**config.mk**
```make
export PLATFORM = sky130hd
export DESIGN_NAME = aop_mul_top
export DESIGN_NICKNAME = d
export VERILOG_FILES = /design/src/rtl/aop_pkg.sv /design/src/rtl/aop_pp_array.sv /design/src/rtl/aop_xor_tree.sv /design/src/rtl/aop_to_std.sv /design/src/rtl/aop_rst_sync.sv /design/src/rtl/aop_mul_top.sv
export SDC_FILE = /design/constraint.sdc
export NUM_CORES = 1
export LEC_CHECK = 0
export BUFFER_PORTS_ARGS = -buffer_cell sky130_fd_sc_hd__buf_2
export CAP_MARGIN = 20
export CORE_AREA = 2 2 39 41
export CTS_CLUSTER_DIAMETER = 100
export DETAILED_ROUTE_END_ITERATION = 8
export DIE_AREA = 0 0 41 43
export PLACE_DENSITY = 0.76
export SKIP_CTS_REPAIR_TIMING = 1
export SLEW_MARGIN = 20
export SYNTH_ARGS = -nofsm -noshare
export SYNTH_HDL_FRONTEND = slang
export SYNTH_SLANG_ARGS = --single-unit
```
**constraint.sdc**
```tcl
create_clock -name clk -period 1.9 [get_ports clk]
set_clock_uncertainty 0.05 [all_clocks]
set_input_delay 0.38 -clock clk [delete_from_list [all_inputs] [get_ports clk]]
set_output_delay 0.38 -clock clk [all_outputs]
set_load 0.03 [all_outputs]
```
**src/rtl/aop_pkg.sv**
```systemverilog
package aop_pkg;

  // Legal field width: M+1 prime and 2 of order M modulo M+1, so that
  // 1 + x + ... + x^M is irreducible over GF(2).
  function automatic bit aop_width_legal(input int m);
    int  p;
    int  t;
    bit  ok;
    p  = m + 1;
    ok = (m >= 2);
    for (int d = 2; d < p; d++) begin
      if ((p % d) == 0) ok = 1'b0;
    end
    t = 1;
    for (int k = 1; k < p - 1; k++) begin
      t = (t * 2) % p;
      if (t == 1) ok = 1'b0;
    end
    return ok;
  endfunction

endpackage

```
**src/rtl/aop_pp_array.sv**
```systemverilog
// Partial-product plane: one 2-input AND per operand coefficient pair,
// already arranged by output coefficient so that row k holds the terms
// a_i & b_((k-i) mod N) for i = 0..N-1.
module aop_pp_array #(
  parameter int N = 5
) (
  input  logic [N-1:0]   a,
  input  logic [N-1:0]   b,
  output logic [N*N-1:0] pp
);

  for (genvar k = 0; k < N; k++) begin : g_row
    for (genvar i = 0; i < N; i++) begin : g_col
      localparam int BIDX = (k - i + N) % N;
      assign pp[k*N + i] = a[i] & b[BIDX];
    end
  end

endmodule

```
**src/rtl/aop_xor_tree.sv**
```systemverilog
// Balanced binary XOR reduction, depth ceil(log2(N)). Unused leaves of the
// padded power-of-two tree are tied low and fold away in synthesis.
module aop_xor_tree #(
  parameter int N = 5
) (
  input  logic [N-1:0] leaves,
  output logic         y
);

  localparam int LVL = (N > 1) ? $clog2(N) : 0;
  localparam int P   = 1 << LVL;

  logic [2*P-1:1] node;

  for (genvar i = 0; i < P; i++) begin : g_leaf
    if (i < N) begin : g_used
      assign node[P + i] = leaves[i];
    end else begin : g_pad
      assign node[P + i] = 1'b0;
    end
  end

  for (genvar j = 1; j < P; j++) begin : g_inner
    assign node[j] = node[2*j] ^ node[2*j + 1];
  end

  assign y = node[1];

endmodule

```
**src/rtl/aop_to_std.sv**
```systemverilog
// Redundant -> standard basis: x^M equals the sum of all lower powers, so a
// set top coefficient complements the remaining M coefficients.
module aop_to_std #(
  parameter int M = 4
) (
  input  logic [M:0]   red,
  output logic [M-1:0] std_o
);

  assign std_o = red[M-1:0] ^ {M{red[M]}};

endmodule

```
**src/rtl/aop_rst_sync.sv**
```systemverilog
// Two-stage reset synchronizer: asynchronous assertion, synchronous release.
module aop_rst_sync (
  input  logic clk,
  input  logic arst_n,
  output logic srst_n
);

  logic stg1_q;
  logic stg2_q;

  always_ff @(posedge clk or negedge arst_n) begin
    if (!arst_n) begin
      stg1_q <= 1'b0;
      stg2_q <= 1'b0;
    end else begin
      stg1_q <= 1'b1;
      stg2_q <= stg1_q;
    end
  end

  assign srst_n = stg2_q;

endmodule

```
**src/rtl/aop_mul_top.sv**
```systemverilog
module aop_mul_top #(
  parameter int M       = 4,
  parameter bit REG_OUT = 1'b1
) (
  input  logic         clk,
  input  logic         rst_n,
  input  logic [M:0]   op_a,
  input  logic [M:0]   op_b,
  output logic [M:0]   prod,
  output logic [M-1:0] prod_std
);

  localparam int N = M + 1;

  // width legality, checked once at start of simulation
  initial begin
    p_width_legal_r1: assert (aop_pkg::aop_width_legal(M))
      else $error("field width M=%0d is not an all-one-polynomial field", M);
  end

  logic [N*N-1:0] pp;
  logic [M:0]     prod_d;
  logic           rst_sync_n;

  aop_rst_sync u_rst (
    .clk    (clk),
    .arst_n (rst_n),
    .srst_n (rst_sync_n)
  );

  aop_pp_array #(.N(N)) u_pp (
    .a  (op_a),
    .b  (op_b),
    .pp (pp)
  );

  // one balanced tree per output coefficient (cyclic convolution)
  for (genvar k = 0; k < N; k++) begin : g_acc
    aop_xor_tree #(.N(N)) u_tree (
      .leaves (pp[k*N +: N]),
      .y      (prod_d[k])
    );
  end

  // Rotation of v toward higher indices by the position of the set bit of oh.
  function automatic logic [M:0] rot_by_onehot(input logic [M:0] v,
                                               input logic [M:0] oh);
    logic [M:0] r;
    r = '0;
    for (int j = 0; j < N; j++) begin
      if (oh[j]) r = (v << j) | (v >> (N - j));
    end
    return r;
  endfunction

  if (REG_OUT) begin : g_reg
    logic       cap_en;
    logic [M:0] prod_q;

    assign cap_en = 1'b1;

    always_ff @(posedge clk or negedge rst_sync_n) begin
      if (!rst_sync_n) begin
        prod_q <= '0;
      end else if (cap_en) begin
        prod_q <= prod_d;
      end
    end

    assign prod = prod_q;

    // output held at zero while the synchronized reset is active
    p_reset_zero_r8: assert property (@(posedge clk)
      !rst_sync_n |-> (prod == '0));

    // power-of-x operand rotates the other, one edge later
    p_rotate_r5: assert property (@(posedge clk) disable iff (!rst_sync_n)
      $onehot(op_a) |=> (prod == rot_by_onehot($past(op_b), $past(op_a))));

    // zero operand annihilates
    p_zero_r6: assert property (@(posedge clk) disable iff (!rst_sync_n)
      ((op_a == '0) || (op_b == '0)) |=> (prod == '0));

    // all-ones operand collapses to a parity constant
    p_allones_r6: assert property (@(posedge clk) disable iff (!rst_sync_n)
      (&op_a) |=> (prod == {N{^$past(op_b)}}));
  end else begin : g_comb
    assign prod = prod_d;

    p_rotate_r5: assert property (@(posedge clk) disable iff (!rst_sync_n)
      $onehot(op_a) |-> (prod == rot_by_onehot(op_b, op_a)));

    p_zero_r6: assert property (@(posedge clk) disable iff (!rst_sync_n)
      ((op_a == '0) || (op_b == '0)) |-> (prod == '0));

    p_allones_r6: assert property (@(posedge clk) disable iff (!rst_sync_n)
      (&op_a) |-> (prod == {N{^op_b}}));
  end

  aop_to_std #(.M(M)) u_conv (
    .red   (prod),
    .std_o (prod_std)
  );

  // both encodings of zero leave the converter as zero
  p_zero_forms_r4: assert property (@(posedge clk) disable iff (!rst_sync_n)
    ((prod == '0) || (&prod)) |-> (prod_std == '0));

endmodule

```
## Word-level counts from Yosys, hierarchy flattened

Index checks and enable logic that the tools add are counted.

| word-level totals | value |
|---|---|
| register bits after elaboration | 7 |

| cells by class | value |
|---|---|
| bitwise operators | 46 |

Operator list:

| kind | number |
|---|---|
| 1-bit bitwise AND | 25 |
| 1-bit XOR | 20 |
| 4-bit XOR | 1 |

## Depth between registers and ports, before layout

Gate-level depths: netlist (run 1).

| logic depth | value |
|---|---|
| depth in word-level cells | 4 |
| depth in mapped cells | 3 |
| gate-level depth less buffers | 3 |

## Hierarchy

A second synthesis (run 1) with hierarchy kept.

| second synthesis, totals | value |
|---|---|
| cells, all modules | 52 |
| area total of the unflattened synthesis | 570.5 µm² |

By module, submodules not included:

| module | instances | cells each | area an instance (µm²) |
|---|---|---|---|
| aop_xor_tree | 5 | 3 | 40.0 |
| aop_pp_array | 1 | 25 | 156.4 |
| aop_mul_top | 1 | 5 | 125.1 |
| aop_rst_sync | 1 | 3 | 53.8 |
| aop_to_std | 1 | 4 | 35.0 |

## Least setup slack after synthesis (run 1)

No wires, ideal clock.

| timing path | value |
|---|---|
| path type | register -> output |
| from | reg g_reg.prod_q[4] (netlist: prod[4]) |
| to | out prod_std[0] |
| arrival time | 1.125 ns |
| required time | 1.470 ns |
| path slack | 0.345 ns |
| cell stages (with the launch flop) | 2 |
| cell sequence | dfrtp_1 > xor2_1 |

| between the ends | value |
|---|---|
| longest elaborated chain between the ends | 1 |

RTL lines:

| element | line | text |
|---|---|---|
| start: declaration | aop_mul_top.sv:58 | `logic [M:0] prod_q;` |
| start signal: assignment | aop_mul_top.sv:66 | `prod_q <= prod_d;` |
| 4-bit XOR | aop_to_std.sv:10 | `assign std_o = red[M-1:0] ^ {M{red[M]}};` |
| end: declaration | aop_mul_top.sv:10 | `output logic [M-1:0] prod_std` |

No other way between the ends.

## Worst setup path in the final report (run 1)

Ends and elaborated chain as after synthesis.

==> metrics.txt, run 1 <==
initial core utilization 36.7%; Critical Setup Path Class register to output port; Crit Path Max Fanout 5; Netlist cell types 6; WL/cell 10.7 µm; Final setup viols 0; placed insts 88; diodes inserted 0; Leak 0.370 nW; Yosys warnings 0; Levels on crit path 2; floorplan die height 43 µm; Syn Inst Count 52; CTS tree built; Bufs and invs on worst path 1; crit path launch type register; r2r endpoint u_rst.srst_n; Max Buffers Root-to-Sink 2; DR DRC count 0; Max Cap Viol 0; crit path DAT 1.07 ns; DP HPWL 830 µm; vias in the first global route 421; Sum Neg Setup Slack 0 ns; final wirelength 995 µm; fin. max-slew vios 0; cell row count 14; Via density 4.57; Area after DPL 628 µm²; die area 0.00176 mm²; die width 41 µm; I/O Pins 21; crit-path max cell delay 0.44 ns; core outline area 0.00138 mm²; post-synthesis sequential element count 7; Final period util 78.7%; PD cells 1030 mW/mm²; Worst path top cell family by delay flip-flops; total chip power 0.686 mW; Finished Cell Area 664 µm²; Finished Layout Cells 93; CP max stage cell dfrtp_1; port bufs 20; reg2reg path depth 0; CP cell instances xor2_1 -> buf_2; initial DRC count 11; DR pass1 iterations 5; reg-to-reg setup timing slack 1.37 ns; H-tree Lvls 1; Setup WS pre-CTS 0.571 ns; largest net degree at the start of global routing 6; run status completed; total global-route track usage 14.6%; fin worst setup slack 0.405 ns; Synth-to-Final Area Change 30.8%; setup repair after global routing missed its margin no; Final nets 90; share of cells above drive strength 1 29.9%; Detail Route Antenna Nets 0; fin util 48.0%; Hold WS 0.0205 ns; global route overflow 0; CP endpoint kind output port; Mapped Area 508 µm²; final hold viol count 0; maximum clock frequency 669 MHz; number of clock sinks 7; sequential share of the synthesized area 34.5%; maximum VDD drop 0.470 mV; Hold/Removal Path Class register to async pin; total vias in the final route 425; initial antenna violation count 0; Critical Path Start prod[4]; Worst setup endpoint prod_std[0]; Worst-Skew Late Latency 0.24 ns; Root Driver clkbuf_4; Placer Congestion 0.834; global-route wire length before repair 1.73 mm; clk slew on worst S/H paths 0.05 ns; Final min period 1.50 ns; CTS Buf Count 3; Synth Area per Inst 9.77 µm²; syn nets 64; origin of the critical flop-to-flop path u_rst.stg1_q; worst path required time 1.47 ns
-- sequential cells by signal, summed over array words and instances (netlist names) --
name	flops
prod	5
u_rst.srst_n	1
u_rst.stg1_q	1
-- worst min-delay path by stage --
stage	to	cells past startpoint	slack, ns	start
floorplan	prod[0]	0	0.004	u_rst.srst_n
global placement	prod[2]	0	0.02	u_rst.srst_n
detailed placement	prod[3]	0	0.03	u_rst.srst_n
CTS	u_rst.srst_n	1	-0.13	rst_n
global route	prod[0]	0	0.06	u_rst.srst_n
finish	prod[3]	0	0.02	u_rst.srst_n
-- metal layers --
metal | wire (µm) | share of wire, % | up-vias | global-route usage, %
met1 | 391 | 39 | 205 | 16.8
met2 | 562 | 56 | 9 | 22.5
met5 | 0 | 0 | - | 0
li1 | - | - | 209 | -
met3 | 24 | 2.4 | 2 | 5.24
met4 | 17 | 1.7 | 0 | 7.33
-- layout make-up --
cell class	instances	area, µm²
clock buffer	4	26.3
fill	152	719
multi-input combinational	45	333
sequential	7	175
tap	16	20.0
timing repair buffer	21	110
-- synthesized netlist by cell type, drive strengths merged --
cell / count / area, µm²
nand2: 25 / 93.8
xnor2: 10 / 87.6
dfrtp: 7 / 175
xnor3: 5 / 113
xor2: 4 / 35.0
conb: 1 / 3.75
-- logic make-up after synthesis --
family / count (synthesis) / synth area share, %
xor+xnor: 19 / 46.3
flops: 7 / 34.5
other cells: 1 / 0.738
simple gates: 25 / 18.5
-- power breakdown --
part           switching, mW  leakage (nW)  internal, mW
sequential            0.0257        0.0820         0.179
combinational          0.226         0.273         0.127
clock                 0.0481        0.0150        0.0797
-- layout by cell type, fill, tap and decap left out --
| cell | count |
|---|---|
| buf_2 | 20 |
| dfrtp_1 | 7 |
| dlygate4sd3_1 | 1 |
| xor2_1 | 4 |
| clkbuf_1 | 1 |
| conb_1 | 1 |
| xnor2_1 | 10 |
| nand2_1 | 25 |
| clkbuf_4 | 3 |
| xnor3_1 | 5 |
Note: power is estimated with default switching activity, not from simulation.
==> run 2, diff against run 1 <==
- ABC_AREA: unset -> 1
- CORE_AREA: 2 2 39 41 -> unset
- CORE_UTILIZATION: unset -> 40
- DIE_AREA: 0 0 41 43 -> unset
- PLACE_DENSITY: 0.76 -> 0.74
- clock period: 1.9 -> 1.4 ns (I/O delays scaled with it)
==> run 2 against run 1 <==
Flip-flop and latch count unchanged. Clock power increased by 38%. Core utilization increased by 5.0 points. Synthesized cell count increased to 2.9 times the previous value. Power increased by 18%. Via count increased by 120%. Cell count increased by 120%. Sequential share of layout area decreased by 7.3 points. Area after synthesis increased by 47%. Wire length increased by 67%. Combinational power increased by 9.0%.
==> metrics.txt, run 2 <==
worst path required time 1.07 ns (-0.40 ns); Final nets 190 (+110%); crit path launch type register; total global-route track usage 18.5% (+3.9 points); share of cells above drive strength 1 14.1% (-16 points); Final period util 98.8%; total vias in the final route 920 (+120%); Primary FF master, synth dfrtp_1; EDFF count, synth 0 (unchanged); r2r endpoint u_rst.srst_n; Yosys warnings 0 (unchanged); Via density 4.55 (-0.34%); Max Cap Viol 0 (unchanged); post-synthesis sequential element count 7 (unchanged); Synth top cells by count nand2_1, inv_1, nor2_1, dfrtp_1, nand3_1; I/O Pins 21 (unchanged); CP endpoint kind output port; Final min period 1.38 ns; global-route wire length before repair 2.86 mm (+66%); WL/cell 8.21 µm (-23%); post-synth top area cell nand2_1; cell row count 15 (+1); Crit Path Max Fanout 5 (unchanged); crit-path max cell delay 0.44 ns (about the same); Mapped Area 746 µm² (+47%); DR DRC count 0 (unchanged); die area 0.00204 mm² (+16%); final hold viol count 0 (unchanged); number of clock sinks 7 (unchanged); port bufs 20 (unchanged); initial antenna violation count 0 (unchanged); syn nets 164 (+160%); Root Driver clkbuf_4; Finished Cell Area 926 µm² (+39%); Syn Inst Count 152 (+190%); final wirelength 1.66 mm (+67%); Hold WS 0.0255 ns (+0.00496 ns); Hold/Removal Path Class register to async pin; CP max stage cell dfrtp_2; die width 45.2 µm (+10%); Setup WS pre-CTS 0.250 ns (-0.321 ns); initial DRC count 21 (+10); Worst setup endpoint prod_std[0]; DP HPWL 1.38 mm (+66%); Detail Route Antenna Nets 0 (unchanged); most frequent cell after synthesis nand2_1; DR pass1 iterations 5 (unchanged); Finished Layout Cells 202 (+120%); reg-to-reg setup timing slack 0.88 ns (-0.49 ns); maximum clock frequency 723 MHz; maximum VDD drop 0.385 mV (-18%); diodes inserted 0 (unchanged); initial core utilization 42.7% (+6.0 points); Area contributors post-synth nand2_1, dfrtp_1, inv_1; Synth Area per Inst 4.91 µm² (-50%); Netlist cell types 7 (+1); global route overflow 0 (unchanged); H-tree Lvls 1 (unchanged); Post-synth ARST share 100% (unchanged); Synth-to-Final Area Change 24.2%; crit path DAT 1.05 ns (-0.02 ns); sequential share of the synthesized area 23.5% (-11 points); PD cells 872 mW/mm² (-16%); reg2reg path depth 0 (unchanged); origin of the critical flop-to-flop path u_rst.stg1_q; placed insts 197 (+120%); fin. max-slew vios 0 (unchanged); CTS tree built; Synth top area share 47.8% (+13 points); Critical Setup Path Class register to output port; vias in the first global route 829 (+97%); commonest non-fill, non-tap cell in the layout nand2_1; Final setup viols 0 (unchanged); Critical Path Start prod[4]; largest net degree at the start of global routing 6 (unchanged); most frequent cells in the layout nand2_1, inv_1, buf_2, nor2_1, dfrtp_1; CP cell instances xor2_1 -> buf_4; floorplan die height 45.2 µm (+5.1%); Worst-Skew Late Latency 0.24 ns (about the same); Largest register FFs 5 (unchanged); setup repair after global routing missed its margin yes; Leak 0.721 nW (+95%); core outline area 0.00175 mm² (+26%); run status completed; Placer Congestion 0.722 (-13%); fin worst setup slack 0.0175 ns (-0.387 ns); clk slew on worst S/H paths 0.05 ns (about the same); Area after DPL 877 µm² (+40%); CTS Buf Count 3 (unchanged); Max Buffers Root-to-Sink 2 (unchanged)
-- run 2: cell count changes after synthesis, sizes merged --
cell,previous run,this run
xnor2,10,0
nand2,25,95
inv,0,30
nand3,0,5
xnor3,5,0
nor2,0,10
-- run 2: layout make-up --
type	instances	area, µm²
clock buffer	3	22.5
tap	25	31.3
inverter	30	113
clock inverter	1	5.00
multi-input combinational	115	458
sequential	7	176
timing repair buffer	21	120
fill	205	820
-- run 2: kinds of logic (layout without fill, tap and decap cells) --
kind of cell | after synthesis | count (layout) | share of synthesized area [%]
buf+inv | 30 | 55 | 15.1
flops | 7 | 7 | 23.5
xor+xnor | 4 | 4 | 4.70
simple gates | 110 | 110 | 56.2
other cells | 1 | 1 | 0.503
-- run 2: critical path, delay by kind of cell (launching register included) --
kind                      cells  cell delay (ns)
buffers and inverters         1             0.19
xor gates and xnor gates      1             0.18
DFF                           1             0.44
-- run 2: metal layers --
| layer | share of wire [%] | vias to the layer above | global-route usage (%) |
|---|---|---|---|
| met4 | 0 | 0 | 7.88 |
| met1 | 42 | 411 | 19.8 |
| li1 | - | 482 | - |
| met2 | 54 | 27 | 36.5 |
| met5 | 0 | - | 0 |
| met3 | 4.1 | 0 | 1.20 |
-- run 2: through the flow --
| step | power (mW) | utilization [%] | TNS, ns |
|---|---|---|---|
| floorplan | 0.502 | - | -0.214 |
| detailed placement | 0.609 | 50.3 | 0 |
| CTS | 0.793 | 51.8 | -0.0498 |
| global route | 0.873 | 53.0 | -0.0510 |
| global placement | 0.599 | 50.3 | 0 |
| finish | 0.808 | 53.0 | 0 |
-- run 2: worst min-delay path by stage --
stage              endpoint  slack [ns]  depth (start not counted)
6_report            prod[1]        0.03                          0
4_1_cts        u_rst.stg1_q       -0.25                          1
3_3_place_gp   u_rst.srst_n        0.01                          1
5_1_grt             prod[1]        0.05                          0
2_1_floorplan  u_rst.srst_n       -0.07                          0
3_5_place_dp   u_rst.stg1_q        0.02                          1
-- run 2: power breakdown --
group	switching, mW	internal (mW)	leakage [nW]
clock	0.0719	0.104	0.0177
sequential	0.0192	0.227	0.0829
combinational	0.256	0.129	0.621
